--- src/rtl/radio_spi_pkg.sv ---
package radio_spi_pkg;

   localparam int CFG_COUNT = 10;

   typedef enum logic [3:0] {
      OP_NONE,
      OP_CFG_WR,
      OP_CFG_RD,
      OP_TXP_WR,
      OP_TXP_RD,
      OP_TXA_WR,
      OP_TXA_RD,
      OP_RXP_RD,
      OP_CHAN
   } op_e;

   // Decode a command byte into an operation; bad start addresses fold into OP_NONE.
   function automatic op_e decode_op(input logic [7:0] c);
      case (c[7:4])
         4'h0: return (int'(c[3:0]) < CFG_COUNT) ? OP_CFG_WR : OP_NONE;
         4'h1: return (int'(c[3:0]) < CFG_COUNT) ? OP_CFG_RD : OP_NONE;
         4'h8: return OP_CHAN;
         4'h2: begin
            case (c[3:0])
               4'h0: return OP_TXP_WR;
               4'h1: return OP_TXP_RD;
               4'h2: return OP_TXA_WR;
               4'h3: return OP_TXA_RD;
               4'h4: return OP_RXP_RD;
               default: return OP_NONE;
            endcase
         end
         default: return OP_NONE;
      endcase
   endfunction

   // Implemented bits of each configuration register.
   function automatic logic [7:0] cfg_mask(input int idx);
      case (idx)
         1, 3, 4: return 8'h3F;
         2:       return 8'h77;
         default: return 8'hFF;
      endcase
   endfunction

endpackage

--- src/rtl/radio_spi_shifter.sv ---
module radio_spi_shifter #(
   parameter int BW = 8,
   localparam int CW = $clog2(BW)
) (
   input  logic          clk,
   input  logic          rst_n,
   input  logic          sck,
   input  logic          csn,
   input  logic          mosi,
   input  logic [BW-1:0] first_byte,
   input  logic [BW-1:0] next_byte,
   output logic          miso,
   output logic          active,
   output logic          cs_start,
   output logic          cs_end,
   output logic          byte_done,
   output logic [BW-1:0] rx_byte
);

   if (BW < 2 || (1 << CW) != BW) begin : g_bad_bw
      $error("radio_spi_shifter: BW must be a power of two of at least 2");
   end

   logic          sck_s, sck_q, csn_s, csn_q, mosi_s;
   logic [CW-1:0] bit_cnt;
   logic [BW-1:0] in_sh, out_sh;
   logic          sck_rise, sck_fall;

   always_ff @(posedge clk or negedge rst_n) begin
      if (!rst_n) begin
         sck_s  <= 1'b0;
         sck_q  <= 1'b0;
         csn_s  <= 1'b1;
         csn_q  <= 1'b1;
         mosi_s <= 1'b0;
      end else begin
         sck_s  <= sck;
         sck_q  <= sck_s;
         csn_s  <= csn;
         csn_q  <= csn_s;
         mosi_s <= mosi;
      end
   end

   assign active   = ~csn_s;
   assign cs_start = csn_q & ~csn_s;
   assign cs_end   = ~csn_q & csn_s;
   assign sck_rise = active & sck_s & ~sck_q;
   assign sck_fall = active & ~sck_s & sck_q;

   always_ff @(posedge clk or negedge rst_n) begin
      if (!rst_n) begin
         bit_cnt   <= '0;
         in_sh     <= '0;
         out_sh    <= '0;
         byte_done <= 1'b0;
         rx_byte   <= '0;
      end else begin
         byte_done <= 1'b0;
         if (cs_start) begin
            out_sh  <= first_byte;
            bit_cnt <= '0;
         end else if (sck_rise) begin
            in_sh   <= {in_sh[BW-2:0], mosi_s};
            bit_cnt <= bit_cnt + 1'b1;
            if (bit_cnt == CW'(BW - 1)) begin
               byte_done <= 1'b1;
               rx_byte   <= {in_sh[BW-2:0], mosi_s};
               bit_cnt   <= '0;
            end
         end else if (sck_fall) begin
            if (bit_cnt == '0) out_sh <= next_byte;
            else               out_sh <= {out_sh[BW-2:0], 1'b0};
         end
      end
   end

   assign miso = active & out_sh[BW-1];

   // a completed byte always leaves the bit counter at a byte boundary
   assert_byte_boundary_R1: assert property (@(posedge clk) disable iff (!rst_n)
      byte_done |-> (bit_cnt == '0));

endmodule

--- src/rtl/radio_byte_buf.sv ---
module radio_byte_buf #(
   parameter int DEPTH = 32,
   parameter bit CLEAR = 1'b1,
   localparam int AW = (DEPTH > 1) ? $clog2(DEPTH) : 1
) (
   input  logic          clk,
   input  logic          rst_n,
   input  logic          we,
   input  logic [AW-1:0] waddr,
   input  logic [7:0]    wdata,
   input  logic [AW-1:0] raddr,
   output logic [7:0]    rdata
);

   if (DEPTH < 2) begin : g_bad_depth
      $error("radio_byte_buf: DEPTH must be at least 2");
   end

   logic [7:0] mem [DEPTH];

   if (CLEAR) begin : g_clear
      always_ff @(posedge clk or negedge rst_n) begin
         if (!rst_n) begin
            for (int i = 0; i < DEPTH; i++) mem[i] <= '0;
         end else if (we && int'(waddr) < DEPTH) begin
            mem[waddr] <= wdata;
         end
      end
   end else begin : g_keep
      always_ff @(posedge clk) begin
         if (we && int'(waddr) < DEPTH) mem[waddr] <= wdata;
      end
   end

   assign rdata = (int'(raddr) < DEPTH) ? mem[raddr] : 8'h00;

endmodule

--- src/rtl/radio_cfg_regs.sv ---
module radio_cfg_regs
   import radio_spi_pkg::*;
#(
   parameter int N  = CFG_COUNT,
   parameter int AW = 4
) (
   input  logic                clk,
   input  logic                rst_n,
   input  logic                we,
   input  logic [AW-1:0]       waddr,
   input  logic [7:0]          wdata,
   input  logic                chan_apply,
   input  logic [7:0]          chan_lo,
   input  logic [3:0]          chan_hi,
   input  logic [AW-1:0]       raddr,
   output logic [7:0]          rdata,
   output logic [N-1:0][7:0]   cfg_q
);

   if (N < 2 || N > (1 << AW)) begin : g_bad_count
      $error("radio_cfg_regs: N must fit the address width and hold registers 0 and 1");
   end

   logic [7:0] regs [N];

   always_ff @(posedge clk or negedge rst_n) begin
      if (!rst_n) begin
         for (int i = 0; i < N; i++) regs[i] <= '0;
      end else if (chan_apply) begin
         regs[0]      <= chan_lo;
         regs[1][3:0] <= chan_hi;
      end else if (we) begin
         for (int i = 0; i < N; i++) begin
            if (waddr == AW'(i)) regs[i] <= wdata & cfg_mask(i);
         end
      end
   end

   for (genvar g = 0; g < N; g++) begin : g_flat
      assign cfg_q[g] = regs[g];
   end

   assign rdata = (int'(raddr) < N) ? regs[raddr] : 8'h00;

   // the channel update lands only at deselect, never alongside a serial write
   assert_apply_alone_R9: assert property (@(posedge clk) disable iff (!rst_n)
      !(chan_apply && we));

   // unimplemented bits never read back as 1
   assert_reserved_clear_R5: assert property (@(posedge clk) disable iff (!rst_n)
      (int'(raddr) < N) |-> ((rdata & ~cfg_mask(int'(raddr))) == 8'h00));

endmodule

--- src/rtl/radio_spi_slave.sv ---
module radio_spi_slave
   import radio_spi_pkg::*;
#(
   parameter int PAYLOAD_DEPTH = 32,
   parameter int ADDR_BYTES    = 4,
   parameter bit CLEAR_BUFFERS = 1'b1,
   localparam int PIW = $clog2(PAYLOAD_DEPTH)
) (
   input  logic           clk,
   input  logic           rst_n,
   input  logic           sck,
   input  logic           csn,
   input  logic           mosi,
   output logic           miso,
   input  logic           addr_match,
   input  logic           data_ready,
   input  logic           rx_load_en,
   input  logic [PIW-1:0] rx_load_idx,
   input  logic [7:0]     rx_load_data,
   output logic [8:0]     channel,
   output logic [1:0]     pa_power,
   output logic           band_sel
);

   localparam int LW  = PIW + 1;
   localparam int TAW = $clog2(ADDR_BYTES);
   localparam int PW  = 4;

   if (PAYLOAD_DEPTH < 2 || PAYLOAD_DEPTH > 63) begin : g_bad_depth
      $error("radio_spi_slave: PAYLOAD_DEPTH must lie in 2..63");
   end
   if (ADDR_BYTES < 2 || ADDR_BYTES > 8 || ADDR_BYTES > PAYLOAD_DEPTH) begin : g_bad_addr
      $error("radio_spi_slave: ADDR_BYTES must lie in 2..8");
   end

   logic                       active, cs_start, cs_end, byte_done;
   logic [7:0]                 rx_byte, status_byte, next_byte;
   op_e                        op_q;
   logic                       have_cmd;
   logic [3:0]                 cmd_lo_q;
   logic [PW-1:0]              ptr_q;
   logic [PIW-1:0]             idx_q, idx_nxt;
   logic [LW-1:0]              lim, idx_inc;
   logic [7:0]                 chan_lo_q;
   logic                       chan_pend_q;
   logic                       data_byte, cfg_we, txp_we, txa_we, chan_apply;
   logic [7:0]                 cfg_rd, txp_rd, txa_rd, rxp_rd;
   logic [CFG_COUNT-1:0][7:0]  cfg_q;

   assign status_byte = {addr_match, 1'b0, data_ready, 5'b0};

   radio_spi_shifter #(.BW(8)) u_shift (
      .clk, .rst_n, .sck, .csn, .mosi,
      .first_byte (status_byte),
      .next_byte  (next_byte),
      .miso, .active, .cs_start, .cs_end, .byte_done, .rx_byte
   );

   function automatic logic [LW-1:0] span(input logic [7:0] w);
      if (w[5:0] == 6'd0 || int'(w[5:0]) > PAYLOAD_DEPTH) return LW'(PAYLOAD_DEPTH);
      return LW'(w[5:0]);
   endfunction

   always_comb begin
      case (op_q)
         OP_TXP_WR, OP_TXP_RD: lim = span(cfg_q[4]);
         OP_RXP_RD:            lim = span(cfg_q[3]);
         OP_TXA_WR, OP_TXA_RD: lim = LW'(ADDR_BYTES);
         default:              lim = LW'(PAYLOAD_DEPTH);
      endcase
   end

   assign idx_inc = {1'b0, idx_q} + 1'b1;
   assign idx_nxt = (idx_inc >= lim) ? '0 : idx_inc[PIW-1:0];

   assign data_byte  = byte_done & have_cmd & active;
   assign cfg_we     = data_byte & (op_q == OP_CFG_WR) & (int'(ptr_q) < CFG_COUNT);
   assign txp_we     = data_byte & (op_q == OP_TXP_WR);
   assign txa_we     = data_byte & (op_q == OP_TXA_WR);
   assign chan_apply = cs_end & have_cmd & (op_q == OP_CHAN) & chan_pend_q;

   always_ff @(posedge clk or negedge rst_n) begin
      if (!rst_n) begin
         op_q        <= OP_NONE;
         have_cmd    <= 1'b0;
         cmd_lo_q    <= '0;
         ptr_q       <= '0;
         idx_q       <= '0;
         chan_lo_q   <= '0;
         chan_pend_q <= 1'b0;
      end else if (cs_start) begin
         op_q        <= OP_NONE;
         have_cmd    <= 1'b0;
         chan_pend_q <= 1'b0;
      end else if (byte_done && active) begin
         if (!have_cmd) begin
            op_q     <= decode_op(rx_byte);
            have_cmd <= 1'b1;
            cmd_lo_q <= rx_byte[3:0];
            ptr_q    <= rx_byte[3:0];
            idx_q    <= '0;
         end else begin
            case (op_q)
               OP_CFG_WR, OP_CFG_RD: begin
                  if (int'(ptr_q) < CFG_COUNT) ptr_q <= ptr_q + 1'b1;
               end
               OP_TXP_WR, OP_TXP_RD, OP_TXA_WR, OP_TXA_RD, OP_RXP_RD: idx_q <= idx_nxt;
               OP_CHAN: begin
                  if (!chan_pend_q) begin
                     chan_lo_q   <= rx_byte;
                     chan_pend_q <= 1'b1;
                  end
               end
               default: ;
            endcase
         end
      end
   end

   radio_cfg_regs #(.N(CFG_COUNT), .AW(PW)) u_cfg (
      .clk, .rst_n,
      .we         (cfg_we),
      .waddr      (ptr_q),
      .wdata      (rx_byte),
      .chan_apply (chan_apply),
      .chan_lo    (chan_lo_q),
      .chan_hi    (cmd_lo_q),
      .raddr      (ptr_q),
      .rdata      (cfg_rd),
      .cfg_q      (cfg_q)
   );

   radio_byte_buf #(.DEPTH(PAYLOAD_DEPTH), .CLEAR(CLEAR_BUFFERS)) u_txp (
      .clk, .rst_n,
      .we (txp_we), .waddr (idx_q), .wdata (rx_byte),
      .raddr (idx_q), .rdata (txp_rd)
   );

   radio_byte_buf #(.DEPTH(ADDR_BYTES), .CLEAR(CLEAR_BUFFERS)) u_txa (
      .clk, .rst_n,
      .we (txa_we), .waddr (idx_q[TAW-1:0]), .wdata (rx_byte),
      .raddr (idx_q[TAW-1:0]), .rdata (txa_rd)
   );

   radio_byte_buf #(.DEPTH(PAYLOAD_DEPTH), .CLEAR(CLEAR_BUFFERS)) u_rxp (
      .clk, .rst_n,
      .we (rx_load_en), .waddr (rx_load_idx), .wdata (rx_load_data),
      .raddr (idx_q), .rdata (rxp_rd)
   );

   always_comb begin
      case (op_q)
         OP_CFG_RD: next_byte = cfg_rd;
         OP_TXP_RD: next_byte = txp_rd;
         OP_TXA_RD: next_byte = txa_rd;
         OP_RXP_RD: next_byte = rxp_rd;
         default:   next_byte = 8'h00;
      endcase
   end

   assign channel  = {cfg_q[1][0], cfg_q[0]};
   assign pa_power = cfg_q[1][3:2];
   assign band_sel = cfg_q[1][1];

   // status bit 7 leads the transaction on the serial output
   assert_status_lead_R1: assert property (@(posedge clk) disable iff (!rst_n)
      cs_start |=> (miso == $past(addr_match)));

   // with chip select high the configuration does not move
   assert_idle_hold_R11: assert property (@(posedge clk) disable iff (!rst_n)
      (!active && !cs_end) |=> $stable(cfg_q));

   // buffer index stays inside the active window when a data byte lands
   assert_index_window_R6: assert property (@(posedge clk) disable iff (!rst_n)
      (data_byte && (op_q inside {OP_TXP_WR, OP_TXP_RD, OP_TXA_WR, OP_TXA_RD, OP_RXP_RD}))
      |-> ({1'b0, idx_q} < lim));

endmodule

--- config.mk ---
export PLATFORM = sky130hd
export DESIGN_NAME = radio_spi_slave
export DESIGN_NICKNAME = d
export VERILOG_FILES = /design/src/rtl/radio_spi_pkg.sv /design/src/rtl/radio_spi_shifter.sv /design/src/rtl/radio_byte_buf.sv /design/src/rtl/radio_cfg_regs.sv /design/src/rtl/radio_spi_slave.sv
export SDC_FILE = /design/constraint.sdc
export NUM_CORES = 1
export LEC_CHECK = 0
export BUFFER_PORTS_ARGS = -buffer_cell sky130_fd_sc_hd__buf_2
export CELL_PAD_IN_SITES_DETAIL_PLACEMENT = 0
export CELL_PAD_IN_SITES_GLOBAL_PLACEMENT = 1
export CORE_AREA = 3 3 252 254
export CTS_BUF_LIST = sky130_fd_sc_hd__clkbuf_4
export CTS_CLUSTER_SIZE = 10
export DETAILED_ROUTE_END_ITERATION = 8
export DIE_AREA = 0 0 255 257
export PLACE_DENSITY_LB_ADDON = 0.1
export SLEW_MARGIN = 0
export SYNTH_ARGS = -nofsm -noshare
export SYNTH_HDL_FRONTEND = slang
export SYNTH_HIERARCHICAL = 1
export SYNTH_SLANG_ARGS = --single-unit
--- constraint.sdc ---
create_clock -name clk -period 8.1 [get_ports clk]
set_input_delay 0.81 -clock clk [delete_from_list [all_inputs] [get_ports clk]]
set_output_delay 0.81 -clock clk [all_outputs]
set_load 0.02 [all_outputs]
# Yosys cells after proc, flatten, opt, wreduce, memory -nomap -nowiden

Index checks and enable logic that the tools add are counted.

Flip-flop bits (word level): 683
Input bits: 21
Logic and storage cells: 327

Equality and inequality tests: 30
Bitwise logic cells: 38
Magnitude comparators: 12
Reduce and logical (&&, ||, !) cells: 44
Add/sub/neg operators: 3
Multiplexer cells: 104

Operators with widths:

| kind                 | count |
|---|---|
| $bwmux W256          | 2 |
| $mux W8              | 57 |
| $and A8 B8 Y8        | 10 |
| $bmux W8 S5          | 2 |
| $demux W8 S5         | 2 |
| $mux W80             | 1 |
| $reduce_and A3 Y1    | 13 |
| $eq A4 B3 Y1 const B | 9 |
| $bmux W8 S4          | 1 |
| $bwmux W32           | 1 |
| $pmux W8 S4          | 1 |
| $eq A4 B2 Y1 const B | 7 |
| $mux W4              | 7 |
| $mux W6              | 4 |
| $pmux W6 S3          | 1 |
| $and A1 B1 Y1        | 16 |
| $bmux W8 S2          | 1 |
| $demux W8 S2         | 1 |
| $eq A4 B1 Y1 const B | 4 |
| $eq A4 B4 Y1 const B | 4 |
| $pmux W4 S4          | 1 |
| $reduce_bool A2 Y1   | 8 |
| $mux W5              | 3 |
| $pmux W3 S5          | 1 |
| other kinds (31)     | 74 |

# Logic depth before layout (Yosys ltp)

Gate-level depths: netlist (run 1).

Depth in word-level cells: 10
Gate-level depth with buffers: 14
Depth with buffers taken out: 11

# Modules after synthesis

The synthesis (run 1) kept the hierarchy.

Modules (own cells, without submodules):

| module                      | area an instance (sq um) | times used | cells an instance | seq. area each (sq um) |
|---|---|---|---|---|
| radio_byte_buf at u_rxp ... | 11648.7                  | 2          | 699               | 6406.1 |
| radio_cfg_regs              | 3552.2                   | 1          | 273               | 1801.7 |
| radio_spi_slave             | 2008.2                   | 1          | 227               | 675.6 |
| radio_spi_shifter           | 1511.4                   | 1          | 124               | 803.3 |
| radio_byte_buf at u_txa     | 1401.3                   | 1          | 78                | 800.8 |

# Worst setup path after synthesis (run 1)

No wires, ideal clock.

Kind: reg-to-reg
Start: register idx_q[0]
End: register u_shift.out_sh[5]
Arrival time: 3.416 ns
Data required time: 7.968 ns
Clock period less this slack: 3.548 ns
Setup slack: 4.552 ns
Stages on the path, launching flop included: 11
Setup time: 0.132 ns
Buffers on the path: 2
Cells stage by stage: dfrtp_1 > buf_2 > buf_1 > mux4_2 > mux2_2 > mux2_2 > a22o_1 > a32o_1 > and3b_1 > a211oi_1 > o22ai_1

Word-level cells in the longest chain between the ends: 9
Elaborated cells between the ends (all ways): 16
Classes of those cells: 14 x mux; 2 x bitwise

Ends and longest elaborated chain:

| element                                     | line                    | RTL |
|---|---|---|
| from (decl)                                 | radio_spi_slave.sv:42   | `logic [PIW-1:0] idx_q, idx_nxt;` |
| from (signal assigned)                      | radio_spi_slave.sv:107  | `OP_TXP_WR, OP_TXP_RD, OP_TXA_WR, OP_TXA_RD, OP_RXP_RD: idx_q <= idx_nxt;` |
| $not A5 Y6 (implied by the code)            | radio_byte_buf.sv:35    | `assign rdata = (int'(raddr) < DEPTH) ? mem[raddr] : 8'h00;` |
| $bmux W8 S5                                 | radio_byte_buf.sv:35    |  |
| $mux W8 (implied by the code) (2 in series) | radio_byte_buf.sv:35    |  |
| via txp_rd[5]                               | radio_spi_slave.sv:47   | `logic [7:0] cfg_rd, txp_rd, txa_rd, rxp_rd;` |
| $pmux W8 S4                                 | radio_spi_slave.sv:152  | `case (op_q)` |
| via next_byte[5]                            | radio_spi_slave.sv:37   | `logic [7:0] rx_byte, status_byte, next_byte;` |
| $mux W8                                     | radio_spi_shifter.sv:72 | `if (bit_cnt == '0) out_sh <= next_byte;` |
| $mux W8                                     | radio_spi_shifter.sv:71 | `end else if (sck_fall) begin` |
| $mux W8                                     | radio_spi_shifter.sv:63 | `end else if (sck_rise) begin` |
| $mux W8                                     | radio_spi_shifter.sv:60 | `if (cs_start) begin` |
| to (signal assigned)                        | radio_spi_shifter.sv:61 | `out_sh <= first_byte;` |
| to (signal assigned)                        | radio_spi_shifter.sv:72 |  |
| to (signal assigned)                        | radio_spi_shifter.sv:73 | `else out_sh <= {out_sh[BW-2:0], 1'b0};` |
| to (decl)                                   | radio_spi_shifter.sv:26 | `logic [BW-1:0] in_sh, out_sh;` |

The timed path passes the listed nets, and every way through them passes these cells. The select of a mux whose other input is x is not followed.
A chain may end at the register's enable or synchronous reset.

# Worst setup path after layout (run 1)

Start: register idx_q[1]
End: register u_shift.out_sh[3]

Word-level cells in the longest chain between the ends: 9
Elaborated cells between the ends (all ways): 16
Classes of those cells: 14 x mux; 2 x bitwise

Ends and longest elaborated chain:

| element                                     | line |
|---|---|
| $not A5 Y6 (implied by the code)            | radio_byte_buf.sv:35 |
| $bmux W8 S5                                 | radio_byte_buf.sv:35 |
| $mux W8 (implied by the code) (2 in series) | radio_byte_buf.sv:35 |
| via rxp_rd[3]                               | radio_spi_slave.sv:47 |
| $pmux W8 S4                                 | radio_spi_slave.sv:152 |
| via next_byte[3]                            | radio_spi_slave.sv:37 |
| $mux W8                                     | radio_spi_shifter.sv:72 |
| $mux W8                                     | radio_spi_shifter.sv:71 |
| $mux W8                                     | radio_spi_shifter.sv:63 |
| $mux W8                                     | radio_spi_shifter.sv:60 |

The timed path passes the listed nets, and every way through them passes these cells. The select of a mux whose other input is x is not followed.

==> out/results.tsv, run 1 <==
metric	value	unit
hp-class	in -> reg	
num_io_pins	34	
placeableCoreArea	61480	sq um
syn_area	31710	sq um
max_cap_violations	0	
tritoncts	done	
globalplace.congestion	0.7781	
power_switching_share	0.2378	
cellInternalPower	5.603	mW
worstSetupStartpointType	register	
cts_root_buf	sky130_fd_sc_hd__clkbuf_4	
pwr-share-comb	0.073	
power_frac_clock	0.413	
maxClockFrequency	0.2208	GHz
dp_hpwl	45920	um
global_route.usage.met2	0.3885	
first_pass_grt_wire_length	120100	um
hold-path-endpoint	u_shift/out_sh[7]$_DFFE_PN0P_	
worst-slew-pin-transition	1.256	ns
grt_setup_unrepaired	false	
finalNetCount	2235	
top_usage_layer	met2	
remaining_drc_errors	0	
cts_num_sinks	675	
timing.critical_path.arrival	5.35	ns
path_max_fanout	117	
timing.setup.critical_path_class	reg -> reg	
period_utilisation_layout	0.5592	
finalNonFillerCells	3137	
first_iter_violations	1339	
num_vias	18730	
worst_hold_path.num_cells	4	
grt_start_max_net_pins	139	
p_per_area	210.5	nW/um^2
place.port_buffers	33	
rr_worst_depth	11	
timing.clock.skew	0.04241	ns
sequentialPowerShare	0.514	
reg2reg_slack	3.57	ns
required_time_worst_endpoint	8.92	ns
timing.critical_path.slowest_stage_cell	sky130_fd_sc_hd__dfrtp_4	
worst_path_dominant_cell_family	multiplexers	
worst_r2r_startpoint	idx_q[1]$_DFFE_PN0P_	
clock_path_buffers	3	
final.min_clock_period	4.530	ns
final_layout_size_suffix_gt1_frac	0.5248	
worstPathBufferInverterCount	1	
grt_util_all_layers	0.2416	
grt-ovfl-total	0	
kind_of_end_point_of_the_critical_path	register	
cts_h_tree_lvls	4	
setup_tns	0	ns
total_chip_power	7.351	mW
ant_nets	0	
drt-total-wl	76160	um
clkLatencyLatePin	0.97	ns
hold_violation_total_from_the_final_report	0	
use_met3	0.04659	
hold_path_startpoint	addr_match	
cts-buffers-inserted	183	
clk_pin_slew_worst_paths	0.07	ns
height_of_the_die	257	um
maximum_cell_stage_delay_along_the_critical_path	0.89	ns
critical_path.cell_chain	buf_12 -> mux4_2 -> mux4_2 -> mux2_2 -> mux2_2 -> a22o_1 -> a21oi_1 -> nor2_1 -> and3b_1 -> a211oi_1 -> o22ai_1	
vdd_ir_drop_max	0.1437	mV
grt_pass1_vias	19960	
flow.area_growth_from_synthesis	10.17	%
initial_core_util	0.5157	
cell_rows	91	
run_status	complete, no violations	
drtPass1Iterations	7	
timing_max_transition_violations_final	0	
p_leak	16.25	nW
met1_capacity_usage_during_global_routing	0.3381	
switching_power	1.748	mW
setup_viol	0	
number_of_antenna_violations_at_the_first_check_in_global_routing	2	
wl_per_cell	24.28	um
viasPerCell	5.970	
postLayoutCoreUtil	0.5681	
die-area	65540	sq um
yosysWarningCount	6	
worst_slew_margin_rel	0.1598	
critical_path.reg2reg.endpoint	u_shift/out_sh[3]$_DFFE_PN0P_	
instance_count_of_the_mapped_netlist	2091	
n_fill_cell	5037	
number_of_placed_instances_with_taps_included	2804	
syn_avg_cell_area	15.16	sq um
die_width	255	um
## how the worst max path moves through the flow
stage                     cells past startpoint                            end  slack [ns]                  from
after floorplan                              10  u_shift/out_sh[5]$_DFFE_PN0P_        4.55  idx_q[0]$_DFFE_PN0P_
after global placement                       11  u_shift/out_sh[3]$_DFFE_PN0P_        3.49  idx_q[1]$_DFFE_PN0P_
after detailed placement                     11  u_shift/out_sh[3]$_DFFE_PN0P_        3.51  idx_q[1]$_DFFE_PN0P_
after CTS                                    11  u_shift/out_sh[3]$_DFFE_PN0P_        3.50  idx_q[1]$_DFFE_PN0P_
after global routing                         11  u_shift/out_sh[3]$_DFFE_PN0P_        3.22  idx_q[1]$_DFFE_PN0P_
final                                        11  u_shift/out_sh[3]$_DFFE_PN0P_        3.57  idx_q[1]$_DFFE_PN0P_
## layout by cell type, fill, tap and decap left out, types with 5 or more instances in the layout
cell	n
sky130_fd_sc_hd__clkbuf_4	278
sky130_fd_sc_hd__clkinv_1	29
sky130_fd_sc_hd__diode_2	7
sky130_fd_sc_hd__a211oi_1	8
sky130_fd_sc_hd__o22ai_1	17
sky130_fd_sc_hd__nand3b_1	11
sky130_fd_sc_hd__inv_1	31
sky130_fd_sc_hd__buf_4	18
sky130_fd_sc_hd__nor2_1	61
sky130_fd_sc_hd__a31oi_1	5
sky130_fd_sc_hd__inv_2	7
sky130_fd_sc_hd__nor3_1	10
sky130_fd_sc_hd__dfrtp_1	660
sky130_fd_sc_hd__o211ai_1	8
sky130_fd_sc_hd__o21ai_0	15
sky130_fd_sc_hd__buf_2	32
sky130_fd_sc_hd__buf_12	5
sky130_fd_sc_hd__nand2_1	74
sky130_fd_sc_hd__or3b_2	11
sky130_fd_sc_hd__mux2_2	652
sky130_fd_sc_hd__a22o_1	8
sky130_fd_sc_hd__mux2i_1	27
sky130_fd_sc_hd__mux4_2	172
sky130_fd_sc_hd__a32o_1	5
sky130_fd_sc_hd__a21oi_1	14
sky130_fd_sc_hd__a222oi_1	12
sky130_fd_sc_hd__nand3_1	13
sky130_fd_sc_hd__nor2b_1	8
sky130_fd_sc_hd__and3b_1	12
sky130_fd_sc_hd__conb_1	6
sky130_fd_sc_hd__dfrtp_2	10
sky130_fd_sc_hd__nor3b_1	9
sky130_fd_sc_hd__clkinv_2	5
sky130_fd_sc_hd__ha_1	11
sky130_fd_sc_hd__nor2_2	8
sky130_fd_sc_hd__nand2b_1	7
## power by group through the flow
stage | Combinational (mW) | Sequential [mW] | Clock [mW]
5_1_grt | 0.590 | 3.80 | 3.34
2_1_floorplan | 0.388 | 3.78 | 0
3_3_place_gp | 0.526 | 3.82 | 0
4_1_cts | 0.550 | 3.77 | 3.15
6_report | 0.539 | 3.78 | 3.04
3_5_place_dp | 0.547 | 3.83 | 0
## through the flow
step	area, sq um	hold WS (ns)	setup slack [ns]
2_1_floorplan	31730	0.3886	4.552
3_3_place_gp	32530	0.4619	3.486
3_5_place_dp	32530	0.4603	3.513
4_1_cts	34910	0.1733	3.503
5_1_grt	34930	0.1989	3.219
6_report	34930	0.2845	3.570
## layer usage
layer  share of wire  vias up
met3           0.038       98
met5               0        -
met4           0.015        0
met2            0.50      383
li1                -     8214
met1            0.45    10030
## worst register-to-register path, cell delays in order, from the launching register on
cell and delay, ns:
sky130_fd_sc_hd__dfrtp_4 0.89, sky130_fd_sc_hd__buf_12 0.73, sky130_fd_sc_hd__mux4_2 0.76, sky130_fd_sc_hd__mux4_2 0.48
sky130_fd_sc_hd__mux2_2 0.29, sky130_fd_sc_hd__mux2_2 0.27, sky130_fd_sc_hd__a22o_1 0.23, sky130_fd_sc_hd__a21oi_1 0.16
sky130_fd_sc_hd__nor2_1 0.05, sky130_fd_sc_hd__and3b_1 0.19, sky130_fd_sc_hd__a211oi_1 0.22, sky130_fd_sc_hd__o22ai_1 0.13
## layout make-up
cell class | instances | area [sq um] | area share
Clock inverter | 44 | 254.0 | 0.007272
Inverter | 32 | 120.1 | 0.003439
Timing Repair Buffer | 60 | 450.4 | 0.01290
Tap cell | 790 | 988.4 | 0.02830
Clock buffer | 278 | 2087 | 0.05975
Sequential cell | 675 | 16920 | 0.4843
Antenna cell | 7 | 17.52 | 0.0005015
Multi-Input combinational cell | 1251 | 14090 | 0.4035
## sequential cells by signal, summed over array words and instances, names as in the netlist, 3 cells and up
register and count:
u_shift/bit_cnt 3, u_shift/out_sh 8, ptr_q 4, cmd_lo_q 4, chan_lo_q 8, u_rxp/mem 256
u_txa/mem 32, idx_q 5, u_txp/mem 256, u_shift/rx_byte 8, op_q 4, u_shift/in_sh 7
u_cfg/cfg_q 72
## timing repair
item / in CTS / in global routing
buffers inserted: 0 / 0
resized for setup: 0 / 0
hold buffers: 4 / 0
endpoints found under the hold margin: 92 / 0
No activity file was read; power rests on OpenSTA's default activity.
==> run 2: changes to the inputs <==
clock period = 4.2 ns   (was 8.1 ns; I/O delays follow)
==> run 2 against run 1 <==
  * First-iteration DRC count is 1.0% lower
  * Maximum frequency is 20% higher
  * Setup slack worse by 3.2 ns
==> out/results.tsv, run 2 (synthesis gave the netlist of run 1 again) <==
metric	value	unit	change
grt_start_max_net_pins	153		+10%
p_per_area	399.1	nW/um^2	+90%
power_switching_share	0.2423		+0.004455
maximum_cell_stage_delay_along_the_critical_path	0.75	ns	-0.14 ns
globalplace.congestion	0.8043		+3.4%
hold_violation_total_from_the_final_report	0		unchanged
flow.area_growth_from_synthesis	11.16	%	
ant_nets	0		unchanged
viasPerCell	5.993		+0.38%
num_vias	18940		+1.1%
initial_core_util	0.5157		unchanged
grt-ovfl-total	0		unchanged
die-area	65540	sq um	unchanged
cell_rows	91		unchanged
worstSetupStartpointType	register		
worst-slew-pin-transition	1.190	ns	-0.06568 ns
remaining_drc_errors	0		unchanged
reg2reg_slack	0.41	ns	-3.16 ns
worst_r2r_startpoint	idx_q[1]$_DFFE_PN0P_		
timing.critical_path.arrival	4.64	ns	-0.71 ns
final.min_clock_period	3.790	ns	-0.7395 ns
setup_viol	0		unchanged
drtPass1Iterations	5		-2
post_cts_buffers	0		unchanged
final_layout_size_suffix_gt1_frac	0.5260		+0.001174
height_of_the_die	257	um	unchanged
cts_num_sinks	675		unchanged
timing_max_transition_violations_final	0		unchanged
hp-class	in -> async		
tritoncts	done		
number_of_placed_instances_with_taps_included	2834		+1.1%
critical_path.reg2reg.endpoint	u_shift/out_sh[5]$_DFFE_PN0P_		
total_chip_power	14.07	mW	+91%
first_iter_violations	1325		-1.0%
maxClockFrequency	0.2638	GHz	+20%
global_route.usage.met2	0.3882		about the same
switching_power	3.408	mW	+95%
place.port_buffers	33		unchanged
critical_path.cell_chain	buf_4 -> mux4_2 -> mux4_2 -> mux2_2 -> mux2_2 -> a22o_1 -> a32o_1 -> and3b_1 -> a211oi_1 -> o22ai_1		
clkLatencyLatePin	0.98	ns	about the same
kind_of_end_point_of_the_critical_path	register		
setup_tns	0	ns	unchanged
cts-buffers-inserted	182		-0.55%
most-common-layout-cells	sky130_fd_sc_hd__dfrtp_1 (660), sky130_fd_sc_hd__mux2_2 (652), sky130_fd_sc_hd__clkbuf_4 (269), sky130_fd_sc_hd__mux4_2 (172), sky130_fd_sc_hd__nand2_1 (74)		
worst_path_dominant_cell_family	multiplexers		
worst_slew_margin_rel	0.2066		+0.04688
clock_path_buffers	3		unchanged
wl_per_cell	24.62	um	+1.4%
timing.critical_path.slowest_stage_cell	sky130_fd_sc_hd__dfrtp_4		
clk_pin_slew_worst_paths	0.07	ns	about the same
finish.instance_area	35250	sq um	+0.91%
finalNetCount	2274		+1.7%
path_max_fanout	21		-82%
placeableCoreArea	61480	sq um	unchanged
vdd_ir_drop_max	0.2883	mV	+100%
num_io_pins	34		unchanged
finalNonFillerCells	3161		+0.77%
post_cts.resized_instances	0		unchanged
cts_root_buf	sky130_fd_sc_hd__clkbuf_4		
timing.clock.skew	0.03524	ns	-0.007169 ns
top_usage_layer	met2		
worstPathBufferInverterCount	1		unchanged
pwr-share-comb	0.076		+0.003
placement.cell_area	32840	sq um	+0.96%
drt-total-wl	77840	um	+2.2%
fin_hold_ws	0.1369	ns	-0.1476 ns
cellInternalPower	10.66	mW	+90%
first_pass_grt_wire_length	122800	um	+2.3%
timing.setup.critical_path_class	reg -> reg		
rr_worst_depth	10		-1
final_common_cell	sky130_fd_sc_hd__dfrtp_1		
grt_pass1_vias	20460		+2.5%
number_of_antenna_violations_at_the_first_check_in_global_routing	4		+2
run_status	complete, no violations		
met1_capacity_usage_during_global_routing	0.3495		+0.01142
use_met3	0.05367		+0.007075
die_width	255	um	unchanged
required_time_worst_endpoint	5.05	ns	-3.87 ns
cts_h_tree_lvls	4		unchanged
grt_setup_unrepaired	false		
power_frac_clock	0.406		-0.007
period_utilisation_layout	0.9025		+0.3432
max_cap_violations	0		unchanged
dp_hpwl	49380	um	+7.5%
p_leak	16.42	nW	+1.0%
grt_util_all_layers	0.2478		+0.006132
sequentialPowerShare	0.518		+0.004
## run 2: changes by cell type in the layout (fill, tap and decap cells not counted), moves of 2 or more
cell / delta
sky130_fd_sc_hd__buf_4: +23
sky130_fd_sc_hd__buf_12: +7
sky130_fd_sc_hd__clkbuf_4: -9
sky130_fd_sc_hd__diode_2: -5
sky130_fd_sc_hd__clkinv_2: -3
sky130_fd_sc_hd__clkinv_1: +2
sky130_fd_sc_hd__dlygate4sd3_1: +9
## run 2: metrics by stage
step	utilization	worst slack [ns]
after floorplan	-	0.6521
after global placement	0.5342	0.4117
after detailed placement	0.5342	0.3931
after CTS	0.5732	0.3710
after global routing	0.5733	0.2238
final	0.5733	0.4096
## run 2: final cells by class
type	instances	area (sq um)
timing repair buffer	100	880.8
sequential	675	16920
fill	4960	26240
inverter	32	120.1
antenna	2	5.005
multi-input combinational	1251	14090
tap	790	988.4
clock buffer	269	2019
clock inverter	42	220.2
## run 2: power by group through the flow
stage                     combinational (mW)  clock [mW]  sequential, mW
after floorplan                        0.748           0            7.29
final                                   1.07        5.71            7.29
after global routing                    1.17        6.28            7.34
after global placement                  1.04           0            7.37
after CTS                               1.09        5.93            7.28
after detailed placement                1.07           0            7.40
## run 2: what timing repair did
| action | in CTS | in global routing |
|---|---|---|
| hold buffers | 14 | 0 |
| endpoints found under the setup margin | 0 | 0 |
| endpoints found under the hold margin | 755 | 0 |
## run 2: layer usage
metal  part of all wire  routed length (um)
met2               0.48               37440
met3              0.044                3461
met4              0.020                1580
met1               0.45               35340
met5            0.00018                  14
## run 2: worst max-delay path by stage
stage,start,to,slack [ns],cells past startpoint
after floorplan,idx_q[0]$_DFFE_PN0P_,u_shift/out_sh[5]$_DFFE_PN0P_,0.65,10
after global placement,idx_q[1]$_DFFE_PN0P_,u_shift/out_sh[5]$_DFFE_PN0P_,0.41,10
after detailed placement,idx_q[1]$_DFFE_PN0P_,u_shift/out_sh[5]$_DFFE_PN0P_,0.39,10
after CTS,idx_q[1]$_DFFE_PN0P_,u_shift/out_sh[5]$_DFFE_PN0P_,0.37,10
after global routing,idx_q[1]$_DFFE_PN0P_,u_shift/out_sh[5]$_DFFE_PN0P_,0.22,10
final,idx_q[1]$_DFFE_PN0P_,u_shift/out_sh[5]$_DFFE_PN0P_,0.41,10
